===== config.mk =====
export PLATFORM = sky130hd
export DESIGN_NAME = toggle_pwm_dac
export DESIGN_NICKNAME = d
export VERILOG_FILES = /design/src/rtl/tpwm_pkg.sv /design/src/rtl/tpwm_counter.sv /design/src/rtl/tpwm_compare.sv /design/src/rtl/tpwm_toggle.sv /design/src/rtl/toggle_pwm_dac.sv
export SDC_FILE = /design/constraint.sdc
export NUM_CORES = 1
export LEC_CHECK = 0
export ABC_AREA = 1
export ABC_CLOCK_PERIOD_IN_PS = 2310
export BUFFER_PORTS_ARGS = -buffer_cell sky130_fd_sc_hd__buf_4
export CORE_ASPECT_RATIO = 1.5
export CORE_UTILIZATION = 45
export DETAILED_ROUTE_END_ITERATION = 7
export PLACE_DENSITY_LB_ADDON = 0.2
export SLEW_MARGIN = 20
export SYNTH_ARGS = -nofsm -noshare
export SYNTH_HDL_FRONTEND = slang
export SYNTH_HIERARCHICAL = 1
export SYNTH_SLANG_ARGS = --single-unit

===== constraint.sdc =====
create_clock -name clk -period 2.31 [get_ports clk]
set_input_delay 0.462 -clock clk [delete_from_list [all_inputs] [get_ports clk]]
set_output_delay 0.462 -clock clk [all_outputs]
set_load 0.02 [all_outputs]

===== src/rtl/tpwm_pkg.sv =====
package tpwm_pkg;
   typedef enum logic {
      PH_ODD  = 1'b0,
      PH_EVEN = 1'b1
   } phase_e;
endpackage


===== src/rtl/tpwm_counter.sv =====
module tpwm_counter
   import tpwm_pkg::*;
#(
   parameter int CNT_W = 8
) (
   input  logic             clk,
   input  logic             rst,
   output logic [CNT_W-1:0] cnt,
   output logic             wrap,
   output phase_e           phase
);
   localparam logic [CNT_W-1:0] TOP = '1;

   logic [CNT_W-1:0] cnt_q;
   phase_e           phase_q;

   assign wrap = (cnt_q == TOP);

   always_ff @(posedge clk) begin
      if (rst) begin
         cnt_q   <= '0;
         phase_q <= PH_ODD;
      end else begin
         cnt_q <= cnt_q + 1'b1;
         if (wrap) begin
            phase_q <= (phase_q == PH_ODD) ? PH_EVEN : PH_ODD;
         end
      end
   end

   assign cnt   = cnt_q;
   assign phase = phase_q;

   // count steps by one and returns to zero after the top value
   p_wrap_r1: assert property (@(posedge clk) disable iff (rst)
      wrap |=> (cnt_q == '0));
   p_step_r1: assert property (@(posedge clk) disable iff (rst)
      !wrap |=> (cnt_q == $past(cnt_q) + 1'b1));
   p_phase_r1: assert property (@(posedge clk) disable iff (rst)
      !wrap |=> $stable(phase_q));
endmodule


===== src/rtl/tpwm_compare.sv =====
module tpwm_compare
   import tpwm_pkg::*;
#(
   parameter int CNT_W = 8
) (
   input  logic             clk,
   input  logic             rst,
   input  logic             wrap,
   input  phase_e           phase,
   input  logic [CNT_W:0]   smp_data,
   input  logic             smp_valid,
   output logic [CNT_W-1:0] cmp
);
   localparam logic [CNT_W-1:0] TOP = '1;

   logic [CNT_W:0]   pend_q;
   logic [CNT_W:0]   act_q;
   logic [CNT_W:0]   take;
   logic [CNT_W-1:0] cmp_q;
   logic [CNT_W:0]   up_sum;
   logic [CNT_W-1:0] up_sat;
   logic             enter_odd;
   logic             enter_even;

   assign enter_odd  = wrap && (phase == PH_EVEN);
   assign enter_even = wrap && (phase == PH_ODD);
   assign take       = smp_valid ? smp_data : pend_q;

   // round up the held sample and clip at the top count
   assign up_sum = {1'b0, act_q[CNT_W:1]} + {{CNT_W{1'b0}}, act_q[0]};
   assign up_sat = up_sum[CNT_W] ? TOP : up_sum[CNT_W-1:0];

   always_ff @(posedge clk) begin
      if (rst) begin
         pend_q <= '0;
         act_q  <= '0;
         cmp_q  <= TOP;
      end else begin
         if (smp_valid) begin
            pend_q <= smp_data;
         end
         if (enter_odd) begin
            act_q <= take;
            cmp_q <= TOP - take[CNT_W:1];
         end else if (enter_even) begin
            cmp_q <= up_sat;
         end
      end
   end

   assign cmp = cmp_q;

   // held sample changes only when an odd period begins
   p_hold_r6: assert property (@(posedge clk) disable iff (rst)
      !enter_odd |=> $stable(act_q));
   // mirrored, rounded-down compare value in the odd period
   p_odd_cmp_r4: assert property (@(posedge clk) disable iff (rst)
      enter_odd |=> (cmp_q == TOP - act_q[CNT_W:1]));
   // rounded-up compare value, saturated, in the even period
   p_even_cmp_r5: assert property (@(posedge clk) disable iff (rst)
      enter_even |=> (act_q[0] == 1'b0) ? (cmp_q == act_q[CNT_W:1])
                     : ((act_q[CNT_W:1] == TOP) ? (cmp_q == TOP)
                        : (cmp_q == act_q[CNT_W:1] + 1'b1)));
   p_cmp_stable_r5: assert property (@(posedge clk) disable iff (rst)
      !wrap |=> $stable(cmp_q));
endmodule


===== src/rtl/tpwm_toggle.sv =====
module tpwm_toggle #(
   parameter int CNT_W = 8
) (
   input  logic             clk,
   input  logic             rst,
   input  logic [CNT_W-1:0] cnt,
   input  logic [CNT_W-1:0] cmp,
   output logic             pwm
);
   logic pwm_q;
   logic hit;

   assign hit = (cnt == cmp);

   always_ff @(posedge clk) begin
      if (rst) begin
         pwm_q <= 1'b0;
      end else if (hit) begin
         pwm_q <= ~pwm_q;
      end
   end

   assign pwm = pwm_q;
endmodule


===== src/rtl/toggle_pwm_dac.sv =====
module toggle_pwm_dac
   import tpwm_pkg::*;
#(
   parameter int CNT_W = 8
) (
   input  logic           clk,
   input  logic           rst,
   input  logic [CNT_W:0] smp_data,
   input  logic           smp_valid,
   output logic           pwm_out
);
   if (CNT_W < 2 || CNT_W > 16) begin : g_bad_width
      $error("toggle_pwm_dac: CNT_W must lie in 2..16");
   end

   logic [CNT_W-1:0] cnt;
   logic [CNT_W-1:0] cmp;
   logic             wrap;
   phase_e           phase;

   tpwm_counter #(.CNT_W(CNT_W)) u_counter (
      .clk   (clk),
      .rst   (rst),
      .cnt   (cnt),
      .wrap  (wrap),
      .phase (phase)
   );

   tpwm_compare #(.CNT_W(CNT_W)) u_compare (
      .clk       (clk),
      .rst       (rst),
      .wrap      (wrap),
      .phase     (phase),
      .smp_data  (smp_data),
      .smp_valid (smp_valid),
      .cmp       (cmp)
   );

   tpwm_toggle #(.CNT_W(CNT_W)) u_toggle (
      .clk (clk),
      .rst (rst),
      .cnt (cnt),
      .cmp (cmp),
      .pwm (pwm_out)
   );

   // every pair opens with the output low
   p_low_at_pair_start_r2: assert property (@(posedge clk) disable iff (rst)
      (cnt == '0 && phase == PH_ODD) |-> !pwm_out);
   // output flips exactly after a compare hit and holds otherwise
   p_toggle_on_hit_r3: assert property (@(posedge clk) disable iff (rst)
      (cnt == cmp) |=> (pwm_out != $past(pwm_out)));
   p_hold_no_hit_r3: assert property (@(posedge clk) disable iff (rst)
      (cnt != cmp) |=> (pwm_out == $past(pwm_out)));
endmodule


==> impl_results.md <==
* Status: completed
* Layout cells sized above 1 at 0.145
* Part of the cycle the worst path needs at 0.818
* Leakage at 0.000889 uW
* Crit path launch: u_counter/cnt[0]
* Hold WS at 459 ps
* Top Ports at 13
* Required @ worst endpoint at 2550 ps
* Post-CTS Setup Bufs at 0
* Area of the multi-input gates at 881 sq um
* Total track usage at 0.209
* CP arrival at 2130 ps
* Diodes inserted at 0
* Post-CTS Hold Fix Bufs at 0
* Vias per cell at 4.89
* Critical path's largest stage delay at 410 ps
* Synth-to-Final Area Change at 11.9%
* Slew at the pin closest to its max-slew limit at 273 ps
* Reg2reg end: u_compare/cmp[5]
* Reg2Reg Setup Slack at 420 ps
* CTS tree: done
* Hpwl dp at 2880 microns
* Vias in the first global route at 1524
* Total Routed Length at 3690 microns
* Yosys warning count at 6
* Largest net degree at the start of global routing at 20
* CP endpoint: u_compare/cmp[5]
* Post-Syn Instances at 266
* Worst clock skew at 6.13 ps
* Placeable Area at 3720 sq um
* Core Rows at 27
* Final GP Congestion at 0.855
* DRC violations left at 0
* # setup viols final at 0
* Cell area after layout at 1990 sq um
* Final ANT Viol Nets at 0
* Die X-Extent at 53.3 microns
* Yosys cell types at 24
* Non-Filler Instances at 326
* CP cell instances: ha_1, nand2_2, nor2_4, inv_2, nor3_2, nand2_2, inv_2, nand2_1, nand2_1, a21oi_1, nand2_1
* Final Hold Vio Count at 0
* Mapped Area at 1770 sq um
* Reg2reg start: u_counter/cnt[0]
* Die H at 78.9 microns
* Worst hold path class: in2reg
* Worst-path fanout max at 13
* Power per cell area at 594 nW/um^2
* Die area at 4200 sq um
* Reg clk slew, reported paths at 70 ps
* Starting Density at 0.477
* FMAX at 529 MHz
* Drt wl/cell at 11.3 microns
* Max IR drop VDD at 0.387 mV
* Inserted Clock Buffers at 5
* Max cap viols at 0
* Antenna violations before repair at 0
* Pins Over Slew Limit at 0
* Clock latency on the worst-skew pair at 290 ps
* H-tree Lvls at 2
* Reg2reg path depth at 11
* Sink Count at 36
* Placed Cells at 318
* Layout Nets at 297
* Placed inst area at 1900 sq um
* Utilization after layout at 0.534
* Slowest stage cell, crit path: dfxtp_1
* Clock Path Buffers at 2
* CTS root buffer: clkbuf_8
* #FFs+latches synth at 36
* Unrepaired setup endpoints after global routing: false
* Worst Setup End Kind: flop
* # fillers at 395
* TNS Setup at 0 ps
* Mean post-synth cell area at 6.67 sq um
* Slew HR at 0.816
* Register area share after synthesis at 0.406
* Crit Path Class: reg2reg
* Resized Gates After CTS at 0
* Storage element area at 721 sq um
* First-pass GRT wire length at 6360 microns
* Via count at 1593
* Final Critical Period at 1890 ps
* GRT Residual Overflow at 0
* Most common cell on crit path: nand2_1
* Syn_nets at 281
* CP Launch Type: flop
* Port Buffers at 12
* Drt pass-1 iters at 4
* Initial drt markers at 33
## per-stage QoR
step                worst slack [ps]  power, uW
finish                           419       1180
global route                     196       1220
CTS                              406       1200
detailed placement               421        735
global placement                 461        733
floorplan                        659        706
## cell usage after synthesis (all sizes together)
master  instances  share of area
or2             2         0.0071
a21boi          1         0.0063
ha              3          0.021
nor3            2         0.0085
buf             3          0.013
dfxtp          36           0.41
xnor2           5          0.025
nand2          89           0.20
nand3          13          0.037
o21ai          10          0.028
nand4           1         0.0035
nor2           38          0.094
a21oi          22          0.062
mux2i           1         0.0056
inv            40          0.085
## registers in the layout, indices dropped and copies added (netlist names)
signal            flops
u_counter/cnt         8
u_compare/act_q       9
u_counter/phase       1
u_toggle/pwm          1
u_compare/cmp         8
u_compare/pend_q      9
## worst min-delay path by stage
stage               cells past startpoint  slack (ps)                 from                   to
floorplan                               2         450     u_compare/cmp[2]     u_compare/cmp[2]
global placement                        2         460  u_compare/pend_q[1]  u_compare/pend_q[1]
detailed placement                      2         460  u_compare/pend_q[1]  u_compare/pend_q[1]
CTS                                     3         450          smp_data[1]  u_compare/pend_q[1]
global route                            3         470          smp_data[1]  u_compare/pend_q[1]
finish                                  3         460          smp_data[1]  u_compare/pend_q[1]
## critical path, delay by kind of cell (launching register included)
family / cells / cell delay, ps
AO/OA/AOI/OAI: 1 / 50
adder cells (fa/ha/maj): 1 / 230
buffers and inverters: 2 / 270
flip-flops: 1 / 410
AND/OR/NAND/NOR: 7 / 870
## report_power, final
group / switching, uW / leakage (uW) / internal, uW / total [uW]
clock: 218 / 0.0000455 / 243 / 461
sequential: 8.16 / 0.000293 / 635 / 643
combinational: 44.1 / 0.000551 / 31.9 / 76.0
## cells by family after synthesis
logic type,count (synthesis),share of synthesized area
AND/OR/NAND/NOR,145,0.348
buffers and inverters,43,0.0973
XOR/XNOR,5,0.0247
flip-flops,36,0.406
adder cells (fa/ha/maj),3,0.0212
multiplexers,1,0.00564
AO/OA/AOI/OAI,33,0.0966
## layer usage
metal,track usage,up-vias,part of all wire
met3,0.0441,14,0.035
met4,0.139,0,0.043
li1,-,845,-
met5,0,-,0
met1,0.212,695,0.40
met2,0.365,39,0.52
## layout make-up
cell class / instances / area share
Clock buffer: 8 / 0.0454
Sequential cell: 36 / 0.363
Tap cell: 43 / 0.0271
Timing Repair Buffer: 12 / 0.0454
Inverter: 40 / 0.0756
Multi-Input combinational cell: 187 / 0.444
## cell usage in the layout, fill, tap and decap left out
master	instances
o21ai_0	4
xnor2_1	5
a21oi_1	22
nand4_1	1
nand2_1	82
nand2_2	7
clkbuf_8	6
clkbuf_1	2
o21ai_1	6
nor2_2	7
inv_2	6
nor2_4	1
nand3_1	13
nor2_1	30
or2_1	1
ha_1	3
nor3_1	1
or2_0	1
nor3_2	1
a21boi_2	1
buf_4	12
mux2i_1	1
dfxtp_1	36
inv_1	34
Note: power is estimated with default switching activity, not from simulation.
